$ cat src/rtl/ifq_prefetch.sv
module ifq_prefetch #(
  parameter int XLEN = 32,
  parameter int DEPTH = 4,
  parameter logic [XLEN-1:0] RESET_PC = '0
) (
  input  logic            clk,
  input  logic            rst_n,
  output logic            req_valid,
  input  logic            req_ready,
  output logic [XLEN-1:0] req_addr,
  input  logic            resp_valid,
  input  logic [XLEN-1:0] resp_data,
  input  logic            redir_valid,
  input  logic [XLEN-1:0] redir_addr,
  output logic            deq_valid,
  input  logic            deq_ready,
  output logic [XLEN-1:0] deq_pc,
  output logic [XLEN-1:0] deq_instr
);
  localparam int PW = (DEPTH > 1) ? $clog2(DEPTH) : 1;
  localparam int CW = $clog2(DEPTH + 1);
  localparam logic [CW:0] CAP = (CW+1)'(DEPTH);
  localparam logic [XLEN-1:0] STEP = XLEN'(4);

  logic [XLEN-1:0] fetch_pc, fill_pc;
  logic [XLEN-1:0] q_word [DEPTH];
  logic [XLEN-1:0] q_pc   [DEPTH];
  logic [PW-1:0]   rd_ptr, wr_ptr;
  logic [CW-1:0]   count, inflight, stale;
  logic [CW-1:0]   inflight_n;
  logic [CW:0]     pending;

  wire issue = req_valid && req_ready;
  wire live  = resp_valid && (stale == '0);
  wire push  = live && !redir_valid;
  wire pop   = deq_valid && deq_ready && !redir_valid;

  assign pending    = {1'b0, count} + {1'b0, inflight};
  assign req_valid  = pending < CAP;
  assign req_addr   = fetch_pc;
  assign deq_valid  = count != '0;
  assign deq_pc     = q_pc[rd_ptr];
  assign deq_instr  = q_word[rd_ptr];
  assign inflight_n = inflight + CW'(issue) - CW'(resp_valid);

  function automatic logic [PW-1:0] bump(input logic [PW-1:0] p);
    return (p == PW'(DEPTH - 1)) ? '0 : p + PW'(1);
  endfunction

  always_ff @(posedge clk or negedge rst_n) begin
    if (!rst_n) begin
      fetch_pc <= RESET_PC;
      fill_pc  <= RESET_PC;
      inflight <= '0;
      stale    <= '0;
    end else begin
      inflight <= inflight_n;
      if (redir_valid) begin
        fetch_pc <= redir_addr;
        fill_pc  <= redir_addr;
        stale    <= inflight_n;
      end else begin
        if (issue) fetch_pc <= fetch_pc + STEP;
        if (push)  fill_pc  <= fill_pc + STEP;
        if (resp_valid && stale != '0) stale <= stale - CW'(1);
      end
    end
  end

  always_ff @(posedge clk or negedge rst_n) begin
    if (!rst_n) begin
      rd_ptr <= '0;
      wr_ptr <= '0;
      count  <= '0;
    end else if (redir_valid) begin
      rd_ptr <= '0;
      wr_ptr <= '0;
      count  <= '0;
    end else begin
      if (push) wr_ptr <= bump(wr_ptr);
      if (pop)  rd_ptr <= bump(rd_ptr);
      count <= count + CW'(push) - CW'(pop);
    end
  end

  always_ff @(posedge clk) begin
    if (push) begin
      q_word[wr_ptr] <= resp_data;
      q_pc[wr_ptr]   <= fill_pc;
    end
  end

  AST_CREDIT_CAP: assert property (@(posedge clk) disable iff (!rst_n)
    pending <= CAP);
  AST_NO_OVERFLOW: assert property (@(posedge clk) disable iff (!rst_n)
    (push && !pop) |-> (count < CW'(DEPTH)));
  AST_SEQ_ADDR: assert property (@(posedge clk) disable iff (!rst_n)
    (issue && !redir_valid) |=> (req_addr == $past(req_addr) + STEP));
  AST_REDIR_FLUSH: assert property (@(posedge clk) disable iff (!rst_n)
    redir_valid |=> (!deq_valid && req_addr == $past(redir_addr)));
  AST_STALE_BOUND: assert property (@(posedge clk) disable iff (!rst_n)
    stale <= inflight);
  AST_STALE_DROP: assert property (@(posedge clk) disable iff (!rst_n)
    (resp_valid && stale != '0 && !redir_valid && !pop) |=> (count == $past(count)));
  AST_REQ_HOLD: assert property (@(posedge clk) disable iff (!rst_n)
    (req_valid && !req_ready && !redir_valid) |=> (req_valid && $stable(req_addr)));
  AST_HEAD_HOLD: assert property (@(posedge clk) disable iff (!rst_n)
    (deq_valid && !deq_ready && !redir_valid) |=> (deq_valid && $stable(deq_pc) && $stable(deq_instr)));
endmodule

$ cat config.mk
export PLATFORM = sky130hd
export DESIGN_NAME = ifq_prefetch
export DESIGN_NICKNAME = d
export VERILOG_FILES = /design/src/rtl/ifq_prefetch.sv
export SDC_FILE = /design/constraint.sdc
export NUM_CORES = 1
export LEC_CHECK = 0
export BUFFER_PORTS_ARGS = -buffer_cell sky130_fd_sc_hd__buf_2
export CAP_MARGIN = 20
export CORE_MARGIN = 2
export CORE_UTILIZATION = 45
export CTS_BUF_LIST = sky130_fd_sc_hd__clkbuf_2 sky130_fd_sc_hd__clkbuf_4 sky130_fd_sc_hd__clkbuf_8
export DETAILED_ROUTE_END_ITERATION = 6
export GPL_TIMING_DRIVEN = 0
export PLACE_DENSITY = 0.62
export SYNTH_ARGS = -nofsm -noshare
export SYNTH_HDL_FRONTEND = slang
export SYNTH_SLANG_ARGS = --single-unit
$ cat constraint.sdc
create_clock -name clk -period 4.1 [get_ports clk]
set_input_delay 0.41 -clock clk [delete_from_list [all_inputs] [get_ports clk]]
set_output_delay 0.41 -clock clk [all_outputs]
set_load 0.01 [all_outputs]
==> metrics.cfg, run 1 <==
[timing]
slew_headroom_pct=40.7
skew_ns=0.0277
slew_violations=0
fmax_mhz=310
worst_pin_slew_ns=0.881
period_share_pct=78.7
rsz0062_at_grt=no
fin_crit_ns=3.23
finalSetupViolations=0
final_hold_viol_count=0

[layout]
drive_above_1_share_pct=32.1
seqCellArea_mm2=0.00961
multi_input_area_mm2=0.00407
final_nets=1159
area_growth_pct=18.3
antenna_cells=0
n_fill_cell=2538
final_core_util_pct=54.0

[logic_synthesis]
ys_warn_count=0
ys_types=62
async_flop_share_pct=23.1
avgSynthCellArea_um2=16.5
syn_inst=842
synth-edff-count=256
ys_seq_area_share_pct=69.1
synth.cell_area_mm2=0.0139
ys_ff_latch=333
syn_nets=928
synth_top_flop_cell=edfxtp_1

[clocking]
clk_latency_ns=0.59
cts.clk_slew.worst_paths_ns=0.06
cts_tree=yes
cts_sinks=333
numCtsBuffers=55
cts_root_buf=clkbuf_8
clock_path_buffers=3
htreeDepth=2
ctsResizeCount=0

[outcome]
status=finished, final reports clean

[setup_path]
cp-end-kind=output port
start_kind=register
arrival_ns=2.82
required_ns=3.69
crit_fanout=10
worstSetupPathType=register to output port

[pwr]
powerDensity_mw_per_mm2=531
peakVddDrop_mv=0.249
power_uw=8750
p_leak_uw=0.00583

[routing]
ant_nets=0
vias=8458
highest_layer=met4
drt_iter0_markers=508
wl_met1_um=13700
post-route-drc-count=0
routedWlPerCell_um=20.6
wl_um=31300
dr.pass1.iters=5
wl_met3_um=2250
avgViaCountPerCell=5.58
wl_met2_um=14600

[grt]
overflow=0
antenna_found_initial=0
grt_usage_pct=19.4
grt_pass1_vias=8717
grt_pass1_wl_um=49400
grt_max_degree=56

[die]
start_util_pct=45.6
rows=64
die_h_um=180
core_mm2=0.0305
die_x_um=180
io_pins=168
dieArea_mm2=0.0324

[placement]
dp_hpwl_um=21100
numPortBuffers=167
gp_congestion=0.863

[min_path]
holdCritPathClass=primary input to register

[job]
drv_cap=0

## cell usage in the layout, fill, tap and decap left out, types with 5 or more instances in the layout
master and n:
mux4_2 64, buf_16 5, clkbuf_4 14, mux2_2 10, a21oi_1 11, nand4_1 25
buf_2 171, clkbuf_1 27, dfrtp_1 77, clkbuf_8 55, buf_1 7, a31oi_1 18
and3_1 11, nor3_1 19, or3_1 9, xor2_1 9, nor2b_1 13, o21ai_0 14
or4_1 9, o31ai_1 11, ha_1 14, nor2_1 41, nand2b_1 5, a211oi_1 15
clkinv_1 16, nand3_1 18, clkinv_2 16, edfxtp_1 256, and4_1 14, nand2_1 27
nor4_1 10, and2_1 6, xnor2_1 13, inv_1 21, a311oi_1 12
## power by group
group / total, µW / internal, µW / switching, µW
sequential: 4090 / 3870 / 222
combinational: 1960 / 917 / 1040
clock: 2700 / 1400 / 1300
## through the flow
step / instance area [µm²] / setup slack, ns / hold slack (ns) / instances / setup TNS (ns)
2_1_floorplan: 13900 / 0.959 / 0.114 / 842 / 0
3_3_place_gp: 15300 / -0.472 / 0.496 / 1405 / -117.96
3_5_place_dp: 15400 / 0.736 / 0.369 / 1410 / 0
4_1_cts: 16500 / 0.754 / 0.00122 / 1516 / 0
5_1_grt: 16500 / 0.672 / 0.00601 / 1516 / 0
6_report: 16500 / 0.871 / 0.0425 / 1516 / 0
## final cells by class
class	count	share of cell area (%)
multi-input cells	446	24.7
clock inverters	35	1.07
inverters	22	0.501
repair buffers	174	6.05
flip-flops and latches	333	58.4
plain buffers	41	1.03
clock buffers	69	5.23
well taps	396	3.01
## final timing paths
check	from	cells after the start	slack (ns)	end
min in group asynchronous	rst_n	2	0.30	req_addr[20]
hold / removal	resp_data[4]	1	0.04	q_word[0][4]
setup reg to reg	count[2]	11	0.98	stale[2]
hold reg to reg	fill_pc[0]	0	0.50	q_pc[2][0]
setup / recovery	rd_ptr[0]	4	0.87	deq_pc[12]
max in group asynchronous	rst_n	3	3.18	req_addr[0]
## cell usage after synthesis, types with 4 or more instances
master / instances / area share [%]
nor3b_1: 4 / 0.22
edfxtp_1: 256 / 55
and4_1: 14 / 0.88
nand4_1: 25 / 1.1
nor2b_1: 13 / 0.58
or3_1: 9 / 0.40
nand2_1: 27 / 0.73
clkbuf_1: 27 / 0.73
o311a_1: 4 / 0.29
mux2_2: 10 / 0.81
xnor2_1: 13 / 0.82
nor3_1: 19 / 0.68
nand2b_1: 5 / 0.22
nor2_1: 41 / 1.1
o31ai_1: 11 / 0.59
or4_1: 9 / 0.49
inv_1: 21 / 0.57
nor4_1: 10 / 0.45
mux4_2: 64 / 10
and3_1: 15 / 0.67
ha_1: 14 / 1.3
o21ai_0: 14 / 0.50
nand3_1: 18 / 0.65
buf_2: 5 / 0.18
a21oi_1: 11 / 0.40
xor2_1: 9 / 0.57
a21boi_0: 4 / 0.22
a31oi_1: 18 / 0.81
a211oi_1: 15 / 0.81
buf_1: 7 / 0.19
a311oi_1: 12 / 0.76
and2_1: 6 / 0.27
dfrtp_1: 77 / 14
## state kept, by name, indices dropped and copies added (netlist names)
register and flops:
q_pc 128, q_word 128, fill_pc 32, req_addr 32
count 3, inflight 3, stale 3, rd_ptr 2
wr_ptr 2
## repair_timing
item | CTS | global route
hold buffers | 2 | 0
buffers inserted | 0 | 0
hold endpoints to repair | 31 | 0
## logic make-up (layout without fill, tap and decap cells)
| group | count (synthesis) | in the layout | share of synthesized area [%] |
|---|---|---|---|
| xor+xnor | 22 | 22 | 1.38 |
| fa+ha+maj | 16 | 16 | 1.55 |
| simple gates | 232 | 232 | 9.85 |
| compound gates | 101 | 101 | 5.11 |
| mux | 75 | 75 | 11.2 |
| flops | 333 | 333 | 69.1 |
| buf+inv | 63 | 341 | 1.81 |
## worst max-delay path: stages (launching register included)
cell and delay [ns]:
dfrtp_1 0.41, buf_1 0.57, buf_2 0.47, mux4_2 0.61
buf_2 0.17
## routing by layer
metal	up-vias	global-route usage (%)
li1	3881	-
met1	4204	27.1
met2	313	30.8
met3	60	4.19
met4	0	5.98
met5	-	0
(Power assumes the default switching activity.)
==> run 2: changes to the inputs <==
--- a/config.mk
+++ b/config.mk
@@ -12,7 +12,7 @@
 export CTS_BUF_LIST = sky130_fd_sc_hd__clkbuf_2 sky130_fd_sc_hd__clkbuf_4 sky130_fd_sc_hd__clkbuf_8
 export DETAILED_ROUTE_END_ITERATION = 6
 export GPL_TIMING_DRIVEN = 0
-export PLACE_DENSITY = 0.62
+export PLACE_DENSITY = 0.65
 export SYNTH_ARGS = -nofsm -noshare
 export SYNTH_HDL_FRONTEND = slang
 export SYNTH_SLANG_ARGS = --single-unit
==> constraint.sdc (replaced) <==
create_clock -name clk -period 2.6 [get_ports clk]
set_input_delay 0.26 -clock clk [delete_from_list [all_inputs] [get_ports clk]]
set_output_delay 0.26 -clock clk [all_outputs]
set_load 0.01 [all_outputs]
==> run 2 against run 1 <==
  * The run now ends with negative setup slack left
  * Worst hold slack lost 0.013 ns
  * Utilization increased by 2.3 points
  * Die area unchanged
  * Clock power grew 58%
  * Routed wire length is 2.1% higher
  * Global-route usage up 0.37 points
  * Design area increased by 4.3%
==> metrics.cfg, run 2 (same netlist as run 1, synthesis figures left out) <==
[outcome]
violations=negative setup slack
status=finished, violations left

[layout]
n_fill_cell=2433
most-common-layout-cells=edfxtp_1 (256), buf_2 (170), dfrtp_1 (77)
reg.largest.list=q_pc (128), q_word (128)
final_nets=1219
seqCellArea_mm2=0.00961
antenna_cells=0
fin_area_mm2=0.0172
mostFrequentLayoutCell=edfxtp_1
layout.cells.non_filler=1565
multi_input_area_mm2=0.00415
area_growth_pct=23.4
drive_above_1_share_pct=33.3

[routing]
highest_layer=met4
routedWlPerCell_um=20.4
avgViaCountPerCell=5.61
vias=8774
wl_um=31900
drt_iter0_markers=552
dr.pass1.iters=5
ant_nets=0
wl_met3_um=2330
wl_met2_um=15000
wl_met1_um=13800
post-route-drc-count=0

[grt]
grt_pass1_wl_um=50400
antenna_found_initial=0
grt_usage_pct=19.8
overflow=0
grt_pass1_vias=9162
grt_max_degree=51

[timing]
hold_ws_ns=0.0295
fin_crit_ns=2.67
worst_pin_slew_ns=0.689
slew_violations=0
finalSetupViolations=3
fin_ws_ns=-0.0654
rsz0062_at_grt=yes
final_hold_viol_count=0
fmax_mhz=375
skew_ns=0.0208
slew_headroom_pct=54.1
period_share_pct=103
fin_setup_tns_ns=-0.115

[setup_path]
worstSetupPathType=register to register
crit_fanout=2
start_kind=register
cp-end-kind=register
required_ns=3.08
arrival_ns=3.14
reg2reg_depth=9

[clocking]
cts_root_buf=clkbuf_8
clk_latency_ns=0.59
numCtsBuffers=53
clock_path_buffers=3
cts.clk_slew.worst_paths_ns=0.06
htreeDepth=2
cts_tree=yes
cts_sinks=333

[placement]
dp_hpwl_um=20900
gp_congestion=0.884
dp.cells=1410
numPortBuffers=167
pre_cts_slack_ns=-0.594
place_area_mm2=0.0154

[pwr]
pwr-share-seq_pct=45.5
clockPowerShare_pct=30.0
powerDensity_mw_per_mm2=826
p_sw_share_pct=28.7
p_leak_uw=0.00614
peakVddDrop_mv=0.558
p_int_uw=10100
p_switching_uw=4070
power_frac_comb_pct=24.5

[job]
drv_cap=0

[die]
core_mm2=0.0305
dieArea_mm2=0.0324
die_h_um=180
rows=64
die_x_um=180
start_util_pct=45.6
io_pins=168

[min_path]
holdCritPathClass=primary input to register
hold_path_depth=3

## run 2: changes by cell type in the layout (fill, tap and decap cells not counted), moves of 6 or more
cell | previous run | this run
clkbuf_4 | 14 | 21
buf_1 | 7 | 1
clkinv_1 | 16 | 7
dlygate4sd3_1 | 2 | 54
clkinv_2 | 16 | 5
clkbuf_1 | 27 | 21
buf_4 | 1 | 12
clkbuf_2 | 1 | 7
## run 2: timing repair
action / CTS / global route
gates resized for setup: 26 / 12
cloned: 0 / 0
setup endpoints to repair: 129 / 47
setup buffers: 7 / 3
endpoints found under the hold margin: 196 / 0
pin swaps: 6 / 5
hold buffers: 54 / 0
## run 2: path summary, 6_finish.rpt
kind	start	to	slack [ns]
worst max-delay path	inflight[2]	stale[1]	-0.07
worst max register to register	inflight[2]	stale[1]	-0.07
min in group asynchronous	rst_n	req_addr[21]	0.20
max in group asynchronous	rst_n	fill_pc[10]	1.78
worst min register to register	req_addr[0]	req_addr[0]	0.52
worst min-delay path	redir_addr[19]	fill_pc[19]	0.03
## run 2: per-stage QoR
| stage | utilization, % | total power, µW |
|---|---|---|
| finish | 56.3 | 14200 |
| global route | 56.3 | 14900 |
| CTS | 56.1 | 14300 |
| detailed placement | 50.6 | 9720 |
| global placement | 50.1 | 9650 |
| floorplan | - | 8550 |
## run 2: power by group through the flow
stage               Combinational (µW)  Clock (µW)  Sequential (µW)
floorplan                         2080           0             6480
global placement                  3110           0             6540
detailed placement                3170           0             6560
CTS                               3460        4360             6450
global route                      3790        4590             6500
finish                            3470        4260             6460
## run 2: routing by layer
metal  vias to the layer above  GRT usage (%)
met3                        58           3.67
met2                       361           31.4
met1                      4366           27.6
met5                         -              0
li1                       3989              -
met4                         0           7.12
## run 2: cell type report
class	count	share of cell area, %
plain buffers	41	1.30
clock buffers	77	5.41
clock inverters	14	0.510
inverters	22	0.510
multi-input cells	446	24.2
flip-flops and latches	333	56.0
well taps	396	2.89
repair buffers	236	9.22
## run 2: worst max-delay path, stage by stage, from the launching register on
cell and delay (ns):
dfrtp_1 0.41, ha_4 0.25, or4b_4 0.57, nor2_4 0.14, inv_4 0.06, ha_4 0.27
inv_4 0.03, ha_4 0.14, fa_2 0.42, mux2_2 0.27
==> run 3: changes to the inputs <==
--- a/config.mk
+++ b/config.mk
@@ -12,7 +12,7 @@
 export CTS_BUF_LIST = sky130_fd_sc_hd__clkbuf_2 sky130_fd_sc_hd__clkbuf_4 sky130_fd_sc_hd__clkbuf_8
 export DETAILED_ROUTE_END_ITERATION = 6
 export GPL_TIMING_DRIVEN = 0
-export PLACE_DENSITY = 0.65
+export PLACE_DENSITY = 0.67
 export SYNTH_ARGS = -nofsm -noshare
 export SYNTH_HDL_FRONTEND = slang
 export SYNTH_SLANG_ARGS = --single-unit
==> run 3 against run 2 <==
  * Clock skew increased by 0.0026 ns
  * Highest routed layer unchanged
  * Via count up 0.96%
  * Combinational power hardly changed
  * The flow still finishes with violations (negative setup slack)
  * Routed wire length up 2.6%
  * Final cell count up 0.58%
  * Non-clock buffer count grew 1
==> metrics.cfg, run 3 (same netlist as run 1, synthesis figures left out) <==
[die]
die_h_um=180
core_mm2=0.0305
dieArea_mm2=0.0324
rows=64
start_util_pct=45.6
die_x_um=180
io_pins=168

[setup_path]
crit_fanout=2
cp-end-kind=register
cp-startpoint=inflight[2]
r2r_end=stale[1]
worstSetupPathType=register to register
r2r-start=inflight[2]
start_kind=register
crit_end=stale[1]
r2r_slack_ns=-0.05
arrival_ns=3.11
required_ns=3.05
reg2reg_depth=9

[routing]
routedWlPerCell_um=20.8
drt_iter0_markers=640
vias=8858
dr.pass1.iters=5
ant_nets=0
avgViaCountPerCell=5.63
wl_um=32700
post-route-drc-count=0

[timing]
skew_ns=0.0234
period_share_pct=102
fin_ws_ns=-0.0525
slew_headroom_pct=48.8
finalSetupViolations=2
fin_crit_ns=2.65
slew_violations=0
rsz0062_at_grt=yes
fmax_mhz=377
worst_pin_slew_ns=0.768
final_hold_viol_count=0
hold_ws_ns=0.0243

[job]
drv_cap=0

[clocking]
htreeDepth=2
clock_path_buffers=3
clk_latency_ns=0.58
cts_root_buf=clkbuf_8
numCtsBuffers=53
cts_tree=yes
cts.clk_slew.worst_paths_ns=0.06
cts_sinks=333

[layout]
drive_above_1_share_pct=33.0
reg.largest.list=q_pc (128), q_word (128)
antenna_cells=0
final_core_util_pct=56.5
layout.cells.non_filler=1574
final_nets=1221
most-common-layout-cells=edfxtp_1 (256), buf_2 (171), dfrtp_1 (76)
area_growth_pct=23.9
mostFrequentLayoutCell=edfxtp_1

[pwr]
clockPowerShare_pct=31.1
p_switching_uw=4110
p_sw_share_pct=28.6
powerDensity_mw_per_mm2=834
peakVddDrop_mv=0.508
pwr-share-seq_pct=45.0
p_leak_uw=0.00618
power_uw=14400
p_int_uw=10300
power_frac_comb_pct=24.0

[placement]
numPortBuffers=167
dp_hpwl_um=21200
pre_cts_slack_ns=-0.597
dp.cells=1410
gp_congestion=0.914

[grt]
grt_pass1_vias=9133
grt_max_degree=49
overflow=0
grt_pass1_wl_um=51100
grt_usage_pct=20.2
antenna_found_initial=0

[outcome]
status=finished, violations left
violations=negative setup slack

[min_path]
holdCritPathClass=primary input to register

[run 3: cell types whose count changed in the layout (fill, tap and decap cells not counted), sizes merged, moves of 2 or more]
cell    previous run  this run
bufinv             0         2
clkbuf           105       103
clkinv            14        20
inv               21        23
[run 3: how the worst min path moves through the flow]
stage	slack, ns	endpoint	startpoint	cells past startpoint
4_1_cts	0.005	fill_pc[21]	redir_addr[21]	3
6_report	0.02	fill_pc[21]	redir_addr[21]	3
2_1_floorplan	-0.04	count[0]	rst_n	0
3_3_place_gp	0.48	q_word[2][14]	resp_data[14]	1
3_5_place_dp	0.23	req_addr[19]	rst_n	1
5_1_grt	0.03	fill_pc[19]	redir_addr[19]	3
[run 3: area by class of cell]
| class | instances | area [µm²] |
|---|---|---|
| inverters | 22 | 85.1 |
| fillers | 2392 | 13300 |
| repair buffers | 237 | 1590 |
| multi-input cells | 447 | 4160 |
| well taps | 396 | 495 |
| clock inverters | 23 | 160 |
| plain buffers | 41 | 220 |
| clock buffers | 75 | 913 |
| flip-flops and latches | 333 | 9620 |
[run 3: through the flow]
stage                     cell area (µm²)  setup TNS [ns]
after floorplan                     14000         -0.0285
after global placement              15300         -173.36
after global routing                17200          -0.395
after CTS                           17200          -0.141
after detailed placement            15400           -5.43
final                               17200          -0.102
[run 3: power by group through the flow]
stage | clock (µW) | combinational (µW) | sequential [µW]
final | 4470 | 3450 | 6460
after detailed placement | 0 | 3180 | 6550
after global placement | 0 | 3120 | 6540
after CTS | 4570 | 3470 | 6450
after global routing | 4810 | 3760 | 6510
after floorplan | 0 | 2080 | 6480
[run 3: layer usage]
metal,up-vias,track usage (%),wire length [µm]
li1,4021,-,-
met1,4446,27.4,14100
met2,341,33.8,15900
met3,50,3.95,2180
met4,0,5.40,551
met5,-,0,0
[run 3: critical path, stage by stage, from the launching register on]
cell and delay [ns]:
dfrtp_1 0.42, ha_4 0.25, or4b_4 0.56, nor2_4 0.13, inv_4 0.06, ha_4 0.26
inv_2 0.03, ha_4 0.14, fa_2 0.41, mux2_2 0.26
[run 3: timing repair]
action                                  4_1_cts  5_1_grt
hold buffers                                 55        0
endpoints found under the setup margin      140       38
cloned                                        1        0
gates resized for setup                      29       11
pin swaps                                     7        5
endpoints found under the hold margin       197        0
setup buffers                                 5        5
